**src/rtl/ptw_pkg.sv**
```systemverilog
package ptw_pkg;

    typedef enum logic [1:0] {
        ACC_READ  = 2'b00,
        ACC_WRITE = 2'b01,
        ACC_EXEC  = 2'b10,
        ACC_RSVD  = 2'b11
    } acc_e;

    typedef enum logic [1:0] {
        CAUSE_OK   = 2'b00,
        CAUSE_NP   = 2'b01,
        CAUSE_PROT = 2'b10
    } cause_e;

    typedef enum logic [2:0] {
        S_IDLE,
        S_DIR_RD,
        S_TBL_RD,
        S_DIRTY_WR,
        S_DONE
    } walk_state_e;

    // flag positions inside an entry word
    localparam int unsigned FLAG_W   = 5;
    localparam int unsigned F_VALID  = 0;
    localparam int unsigned F_RD     = 1;
    localparam int unsigned F_WR     = 2;
    localparam int unsigned F_EX     = 3;
    localparam int unsigned F_DIRTY  = 4;

endpackage

```
**src/rtl/ptw_addr_gen.sv**
```systemverilog
module ptw_addr_gen #(
    parameter int unsigned AW       = 32,
    parameter int unsigned DIR_BITS = 10,
    parameter int unsigned TBL_BITS = 10,
    parameter int unsigned OFF_BITS = 12
) (
    input  logic [AW-1:0]          vaddr,
    input  logic [AW-1:0]          base,
    input  logic [AW-OFF_BITS-1:0] tbl_ppn,
    input  logic [AW-OFF_BITS-1:0] page_ppn,
    output logic [AW-1:0]          dir_ent_addr,
    output logic [AW-1:0]          tbl_ent_addr,
    output logic [AW-1:0]          paddr
);

    localparam int unsigned DIR_OFS_W = DIR_BITS + 2;
    localparam int unsigned TBL_OFS_W = TBL_BITS + 2;

    logic [DIR_BITS-1:0] dir_idx;
    logic [TBL_BITS-1:0] tbl_idx;
    logic [OFF_BITS-1:0] pg_off;

    initial begin
        split_fits_chk: assert (DIR_BITS + TBL_BITS + OFF_BITS == AW)
            else $error("address fields do not cover the address");
    end

    always_comb begin
        dir_idx = vaddr[AW-1 -: DIR_BITS];
        tbl_idx = vaddr[OFF_BITS +: TBL_BITS];
        pg_off  = vaddr[OFF_BITS-1:0];
    end

    // entries are four bytes wide, hence the two zero bits
    always_comb begin
        dir_ent_addr = base + AW'(DIR_OFS_W'({dir_idx, 2'b00}));
        tbl_ent_addr = {tbl_ppn, {OFF_BITS{1'b0}}} + AW'(TBL_OFS_W'({tbl_idx, 2'b00}));
        paddr        = {page_ppn, pg_off};
    end

endmodule

```
**src/rtl/ptw_perm_check.sv**
```systemverilog
module ptw_perm_check
    import ptw_pkg::*;
(
    input  logic [FLAG_W-1:0] flags,
    input  acc_e              acc,
    output logic              present,
    output logic              allowed,
    output logic              needs_dirty
);

    always_comb begin
        present = flags[F_VALID];
        unique case (acc)
            ACC_READ:  allowed = flags[F_RD];
            ACC_WRITE: allowed = flags[F_WR];
            ACC_EXEC:  allowed = flags[F_EX];
            default:   allowed = 1'b0;
        endcase
        needs_dirty = (acc == ACC_WRITE) && !flags[F_DIRTY];
    end

endmodule

```
**src/rtl/ptw_walker.sv**
```systemverilog
module ptw_walker
    import ptw_pkg::*;
#(
    parameter int unsigned AW       = 32,
    parameter int unsigned DIR_BITS = 10,
    parameter int unsigned TBL_BITS = 10,
    parameter int unsigned OFF_BITS = 12
) (
    input  logic          clk,
    input  logic          rst_n,
    input  logic          req_valid,
    input  logic [AW-1:0] req_vaddr,
    input  logic [1:0]    req_acc,
    input  logic [AW-1:0] base_reg,
    output logic          busy,
    output logic          rsp_valid,
    output logic [AW-1:0] rsp_paddr,
    output logic [1:0]    rsp_cause,
    output logic [AW-1:0] rsp_vaddr,
    output logic          mem_req,
    output logic          mem_we,
    output logic [AW-1:0] mem_addr,
    output logic [AW-1:0] mem_wdata,
    input  logic          mem_ack,
    input  logic [AW-1:0] mem_rdata
);

    localparam int unsigned PPN_W = AW - OFF_BITS;

    walk_state_e state_q, state_d;

    logic [AW-1:0]    vaddr_q;
    logic [AW-1:0]    base_q;
    acc_e             acc_q;
    logic [PPN_W-1:0] tbl_ppn_q;
    logic [AW-1:0]    pte_q;
    logic [AW-1:0]    paddr_q;
    cause_e           cause_q;

    logic [AW-1:0] dir_ent_addr;
    logic [AW-1:0] tbl_ent_addr;
    logic [AW-1:0] paddr_new;
    logic          ent_present;
    logic          ent_allowed;
    logic          ent_needs_dirty;
    logic          accept;

    ptw_addr_gen #(
        .AW       (AW),
        .DIR_BITS (DIR_BITS),
        .TBL_BITS (TBL_BITS),
        .OFF_BITS (OFF_BITS)
    ) u_addr (
        .vaddr        (vaddr_q),
        .base         (base_q),
        .tbl_ppn      (tbl_ppn_q),
        .page_ppn     (mem_rdata[AW-1:OFF_BITS]),
        .dir_ent_addr (dir_ent_addr),
        .tbl_ent_addr (tbl_ent_addr),
        .paddr        (paddr_new)
    );

    ptw_perm_check u_perm (
        .flags       (mem_rdata[FLAG_W-1:0]),
        .acc         (acc_q),
        .present     (ent_present),
        .allowed     (ent_allowed),
        .needs_dirty (ent_needs_dirty)
    );

    assign accept = (state_q == S_IDLE) && req_valid;

    // state register
    always_ff @(posedge clk or negedge rst_n) begin
        if (!rst_n) state_q <= S_IDLE;
        else        state_q <= state_d;
    end

    // next state
    always_comb begin
        state_d = state_q;
        unique case (state_q)
            S_IDLE:     if (req_valid) state_d = S_DIR_RD;
            S_DIR_RD:   if (mem_ack)   state_d = ent_present ? S_TBL_RD : S_DONE;
            S_TBL_RD: begin
                if (mem_ack) begin
                    if (ent_present && ent_allowed && ent_needs_dirty)
                        state_d = S_DIRTY_WR;
                    else
                        state_d = S_DONE;
                end
            end
            S_DIRTY_WR: if (mem_ack)   state_d = S_DONE;
            S_DONE:     state_d = S_IDLE;
            default:    state_d = S_IDLE;
        endcase
    end

    // walk datapath registers
    always_ff @(posedge clk or negedge rst_n) begin
        if (!rst_n) begin
            vaddr_q   <= '0;
            base_q    <= '0;
            acc_q     <= ACC_READ;
            tbl_ppn_q <= '0;
            pte_q     <= '0;
            paddr_q   <= '0;
            cause_q   <= CAUSE_OK;
        end else begin
            if (accept) begin
                vaddr_q <= req_vaddr;
                base_q  <= base_reg;
                acc_q   <= acc_e'(req_acc);
                paddr_q <= '0;
                cause_q <= CAUSE_OK;
            end
            if (state_q == S_DIR_RD && mem_ack) begin
                if (ent_present) tbl_ppn_q <= mem_rdata[AW-1:OFF_BITS];
                else             cause_q   <= CAUSE_NP;
            end
            if (state_q == S_TBL_RD && mem_ack) begin
                pte_q <= mem_rdata;
                if (!ent_present) begin
                    cause_q <= CAUSE_NP;
                end else if (!ent_allowed) begin
                    cause_q <= CAUSE_PROT;
                end else begin
                    cause_q <= CAUSE_OK;
                    paddr_q <= paddr_new;
                end
            end
        end
    end

    // outputs
    always_comb begin
        busy      = (state_q != S_IDLE);
        rsp_valid = (state_q == S_DONE);
        rsp_paddr = paddr_q;
        rsp_cause = cause_q;
        rsp_vaddr = vaddr_q;
        mem_req   = 1'b0;
        mem_we    = 1'b0;
        mem_addr  = '0;
        mem_wdata = '0;
        unique case (state_q)
            S_DIR_RD: begin
                mem_req  = 1'b1;
                mem_addr = dir_ent_addr;
            end
            S_TBL_RD: begin
                mem_req  = 1'b1;
                mem_addr = tbl_ent_addr;
            end
            S_DIRTY_WR: begin
                mem_req   = 1'b1;
                mem_we    = 1'b1;
                mem_addr  = tbl_ent_addr;
                mem_wdata = pte_q | (AW'(1) << F_DIRTY);
            end
            default: ;
        endcase
    end


    mem_hold_chk: assert property (@(posedge clk) disable iff (!rst_n)
        (mem_req && !mem_ack) |=> (mem_req && $stable(mem_addr) && $stable(mem_we) && $stable(mem_wdata)));


    rsp_pulse_chk: assert property (@(posedge clk) disable iff (!rst_n)
        rsp_valid |=> !rsp_valid);


    rsp_busy_chk: assert property (@(posedge clk) disable iff (!rst_n)
        rsp_valid |-> busy);


    fault_zero_chk: assert property (@(posedge clk) disable iff (!rst_n)
        (rsp_valid && rsp_cause != CAUSE_OK) |-> (rsp_paddr == '0));


    store_only_chk: assert property (@(posedge clk) disable iff (!rst_n)
        (mem_req && mem_we) |-> (acc_q == ACC_WRITE));

endmodule

```
**config.mk**
```make
export PLATFORM = sky130hd
export DESIGN_NAME = ptw_walker
export DESIGN_NICKNAME = d
export VERILOG_FILES = /design/src/rtl/ptw_pkg.sv /design/src/rtl/ptw_addr_gen.sv /design/src/rtl/ptw_perm_check.sv /design/src/rtl/ptw_walker.sv
export SDC_FILE = /design/constraint.sdc
export NUM_CORES = 1
export LEC_CHECK = 0
export BUFFER_PORTS_ARGS = -buffer_cell sky130_fd_sc_hd__buf_2
export CORE_UTILIZATION = 48
export CTS_CLUSTER_SIZE = 10
export DETAILED_ROUTE_END_ITERATION = 10
export GPL_ROUTABILITY_DRIVEN = 0
export PLACE_DENSITY = 0.86
export REMOVE_ABC_BUFFERS = 1
export SYNTH_ARGS = -nofsm -noshare
export SYNTH_HDL_FRONTEND = slang
export SYNTH_SLANG_ARGS = --single-unit
```
**constraint.sdc**
```tcl
create_clock -name clk -period 5.48 [get_ports clk]
set_input_delay 0.274 -clock clk [delete_from_list [all_inputs] [get_ports clk]]
set_output_delay 0.274 -clock clk [all_outputs]
set_load 0.005 [all_outputs]
```
# Word level (Yosys, flattened, before mapping)
# Cells that the tools add are included.
[totals]
reg_bits = 155
latchBits = 0
ramBits = 0
rom_bits = 0
inputBits = 102
out_inout_bits = 134
word_cells = 56
memories = 0
[classes]
n_addsub = 2
multipliers = 0
div = 0
n_lt_le_gt_ge = 0
eq_ne = 10
shift = 0
mux = 22
bitwise = 0
reduce_logical = 14
[op_table]
columns = ["operator", "n"]
rows = [
  ["two-way mux 32 bit", 5],
  ["adder 32 x 12 -> 32 bit", 2],
  ["case mux 32 bit (2 select lines)", 1],
  ["two-way mux 3 bit", 6],
  ["two-way mux 2 bit", 6],
  ["case mux 3 bit (4 select lines)", 1],
  ["inequality test 2 bit (second input constant)", 4],
  ["== test 3 x 2 -> 1 bit (second input constant)", 2],
  ["logical AND 1 bit", 6],
  ["AND reduction 4 bit", 1],
  ["== test 3 x 1 -> 1 bit (second input constant)", 1],
  ["== test 3 bit (second input constant)", 1],
  ["logical NOT 3 bit", 1],
  ["case mux 1 bit (3 select lines)", 1],
  ["nonzero test 3 bit", 1],
  ["OR reduction 3 bit", 1],
  ["== test 2 x 1 -> 1 bit (second input constant)", 1],
  ["== test 2 bit (second input constant)", 1],
  ["logical NOT 2 bit", 1],
  ["two-way mux 1 bit", 2],
  ["AND reduction 2 bit", 1],
  ["OR reduction 2 bit", 1],
  ["logical NOT 1 bit", 1],
]

# Longest topological paths before layout
[logic_depth]
depth_word = 7
ltp_mapped = 9
ltp_nobuf = 9

# Modules after synthesis
# A second synthesis with hierarchy kept.
[unflattened]
hier_cells = 826
hier_area_um2 = 8045.2
[modules_own_cells]
columns = ["module", "instances", "cells_per_inst", "area_per_inst_um2", "seq_area_each_um2"]
rows = [
  ["ptw_walker", 1, 644, 6616.3, 3853.7],
  ["ptw_addr_gen", 1, 177, 1391.3, 0.0],
  ["ptw_perm_check", 1, 5, 37.5, 0.0],
]

# Worst setup path after synthesis
# No wires, ideal clock.
[synth_timing]
path_type = "register to output"
startpoint = "register vaddr_q[22] (netlist: rsp_vaddr[22])"
endpoint = "output mem_addr[26]"
arrival_time_ps = 2384
required_time_ps = 5206
slack_ps = 2822
stages_incl_launch_ff = 10
path_buffers = 0
path_cell_list = "dfrtp_1 ha_1 inv_1 fa_1 and2b_1 o2111ai_2 a211oi_4 o21ai_1 o311a_1 a221o_1"
[synth_between]
elab_chain_cells = 2
[synth_lines]
columns = ["item", "line_no", "rtl"]
rows = [
  ["start, declared", "ptw_walker.sv:32", "logic [AW-1:0] vaddr_q;"],
  ["start signal, assigned", "ptw_walker.sv:111", "vaddr_q <= req_vaddr;"],
  ["adder 32 x 12 -> 32 bit", "ptw_addr_gen.sv:36", "dir_ent_addr = base + AW'(DIR_OFS_W'({dir_idx, 2'b00}));"],
  ["case mux 32 bit (2 select lines)", "ptw_walker.sv:146", "unique case (state_q)"],
  ["end, declared", "ptw_walker.sv:22", "output logic [AW-1:0] mem_addr,"],
]
# Every way passes these cells.

# Worst setup path in the final report
[layout_timing]
startpoint = "register vaddr_q[22] (netlist: rsp_vaddr[22])"
endpoint = "output mem_addr[20]"
# The elaborated chain is that of the path after synthesis.

==> impl_metrics.json <==
{
  "final_common_cell": "buf_2",
  "overflow": 0,
  "die_h_microns": 127,
  "fin_crit_sh_pct": 64.9,
  "grt_pass1_vias": 6178,
  "synth_area_leaders": "dfrtp_1 51%, nand2_1 9.8%, mux2_1 8.4%, mux2_2 4.5%, o21ai_0 3.2%",
  "clock_path_buffers": 2,
  "cts_buffers": 17,
  "ir_worst_vdd_mv": 0.368,
  "hold_buffers": 1,
  "synth_top_area_share_pct": 51.5,
  "synthSimpleGateAreaFrac_pct": 17.2,
  "finalCriticalPeriod_ns": 3.56,
  "setup_tns_ns": 0,
  "ys_ff_latch": 154,
  "insertion_delay_ns": 0.42,
  "wl_microns": 19500,
  "synthToLayoutAreaGrowth_pct": 23.6,
  "clkTransAtPathRegs_ns": 0.06,
  "synthMuxAreaShare_pct": 13.1,
  "cpPeakStageDelay_ns": 0.44,
  "io_buffers": 235,
  "yosysWarnings": 0,
  "worst_ep_required_time_ns": 5.21,
  "layout_common_cells": "234 x buf_2, 195 x nand2_1, 154 x dfrtp_1, 56 x mux2_1, 48 x o21ai_0",
  "drv_slew": 0,
  "synth_top_flop_cell": "dfrtp_1",
  "avgViaCountPerCell": 5.39,
  "drc_errors": 0,
  "crit_family": "simple AND/OR/NAND/NOR gates",
  "synth_top_area_cell": "dfrtp_1",
  "start_util_pct": 49.2,
  "postCtsSetupRepairBufs": 0,
  "cts_tree": "done",
  "synthArstFlopShare_pct": 100,
  "synth_cell_type_count": 58,
  "rows": 45,
  "slew_headroom_pct": 25.4,
  "die_area_sq_mm": 0.0161,
  "tightest_slew_ns": 1.12,
  "coreArea_sq_mm": 0.0152,
  "num_antenna_cells": 0,
  "finClkSkew_ns": 0.0121,
  "synth_top_family_by_area": "simple AND/OR/NAND/NOR gates",
  "cap_violations": 0,
  "critPathKind": "reg2out",
  "reg2regPathDepth": 7,
  "p_leak_uw": 0.00475,
  "dr.pass1.iters": 5,
  "setup_viol": 0,
  "dpl.hpwl_microns": 13200,
  "hold_class": "in2reg",
  "worst-path-stages": 10,
  "synth_edf_count": 0,
  "drtIter0Drc": 386,
  "worstPathMaxFanout": 7,
  "vias": 6150,
  "dieWidth_microns": 127,
  "grt_start_max_net_pins": 102,
  "cts-root-buf": "clkbuf_16",
  "grt_pass1_wl_microns": 31200,
  "synth_compound_area_share_pct": 9.48,
  "ant_nets": 0,
  "p_per_area_mw_per_mm2": 575,
  "cts-resized-gates": 0,
  "synthAdderAreaFrac_pct": 1.94,
  "antenna_found_initial": 0,
  "drive_gt1_share_pct": 32.9,
  "status": "complete, no violations",
  "holdPathStages": 3,
  "ctsHtreeMaxLevel": 4,
  "cp.buffers_inverters": 2,
  "crit_slowest_cell": "a211oi_4",
  "timing.critical_path.arrival_ns": 3.28,
  "finalPower_uw": 5320,
  "synth-xor-area-share_pct": 2.69,
  "yosysSeqAreaShare_pct": 51.5,
  "fmax_mhz": 281,
  "critPathCaptureType": "output pin",
  "grt_util_all_layers_pct": 25.0,
  "syn_inst": 735,
  "num-nets-final": 1053,
  "syn_area_per_cell_sq_um": 10.2,
  "post_drt_wl_per_cell_microns": 17.1,
  "worstPathCellList": "ha_1 > inv_1 > fa_1 > and2b_1 > o2111ai_2 > a211oi_4 > o211ai_2 > and3_1 > or3_1 > buf_2",
  "syn_area_sq_mm": 0.00748,
  "finalHoldViolations": 0,
  "grt_setup_unrepaired": "no",
  "ios": 236,
  "worst_setup_path_start_kind": "register",
  "clock_sinks": 154
}
## stage by stage
stage | hold slack (ns) | cells | instance area, sq um | util [%] | setup WS, ns
2_1_floorplan | -0.0216 | 676 | 7200 | - | 0.0419
3_3_place_gp | 0.435 | 1108 | 8710 | 57.3 | 2.46
3_5_place_dp | 0.438 | 1108 | 8710 | 57.3 | 2.36
4_1_cts | 0.0365 | 1141 | 9250 | 60.8 | 1.89
5_1_grt | 0.0491 | 1141 | 9250 | 60.8 | 1.76
6_report | 0.0524 | 1141 | 9250 | 60.8 | 1.92
## metal layers
layer  GRT usage [%]  share of wire, %  vias up
li1                -                 -     2926
met1            31.7                43     2991
met2            42.7                49      223
met3            6.79               6.7       10
met4            5.74              0.77        0
met5               0                 0        -
## sequential cells by signal, summed over array words and instances (netlist names)
signal / flops
acc_q: 2
base_q: 32
pte_q: 31
rsp_cause: 2
rsp_paddr: 32
rsp_vaddr: 32
state_q: 3
tbl_ppn_q: 20
## layout make-up
| cell class | instances | area (sq um) |
|---|---|---|
| clock inverters | 11 | 71.3 |
| inverters | 6 | 22.5 |
| fillers | 1251 | 5950 |
| well taps | 188 | 235 |
| clock buffers | 21 | 460 |
| repair buffers | 245 | 1260 |
| multi-input cells | 516 | 3350 |
| flip-flops and latches | 154 | 3850 |
## cells by family (layout without fill, tap and decap cells)
group | after synthesis | in the layout
DFF | 154 | 154
AOI/OAI and AO/OA | 110 | 110
adders and majority gates | 11 | 11
and+or+nand+nor | 285 | 285
xor gates and xnor gates | 23 | 23
muxes | 87 | 87
buffers and inverters | 65 | 283
## worst min-delay path: cells and delay by family
kind | cells | cell delay (ns)
simple gates | 2 | 0.09
buf+inv | 1 | 0.07
## path summary, 6_finish.rpt
check                                    from            end  slack, ns
worst max-delay path            rsp_vaddr[22]   mem_addr[20]       1.92
worst min-delay path             mem_rdata[5]       pte_q[5]       0.05
worst max register to register     state_q[1]   rsp_paddr[5]       2.75
worst min register to register      pte_q[24]      pte_q[24]       0.47
max in group asynchronous               rst_n  tbl_ppn_q[10]       3.63
min in group asynchronous               rst_n      pte_q[11]       0.52
## power by group
part / internal, uW / total, uW / switching, uW
clock: 600 / 1070 / 466
sequential: 1610 / 1950 / 340
combinational: 1050 / 2300 / 1260
total: 3250 / 5320 / 2060
## synthesized netlist by cell type, types with 3 or more instances
master	count
nand2_1	195
dfrtp_1	154
mux2_1	56
o21ai_0	48
and3_1	37
clkbuf_1	31
mux2_2	30
buf_2	16
o21ai_1	16
xor2_1	15
buf_4	11
a21oi_1	10
ha_1	10
nor2_1	9
nand3_1	8
xnor2_1	8
a21o_1	6
and2_1	6
inv_1	6
a22o_1	4
nand4_1	4
o2111ai_1	4
a32o_1	3
nand2b_1	3
nor4_1	3
o211ai_1	3
or3_1	3
Power figures use the tool's default switching activity.
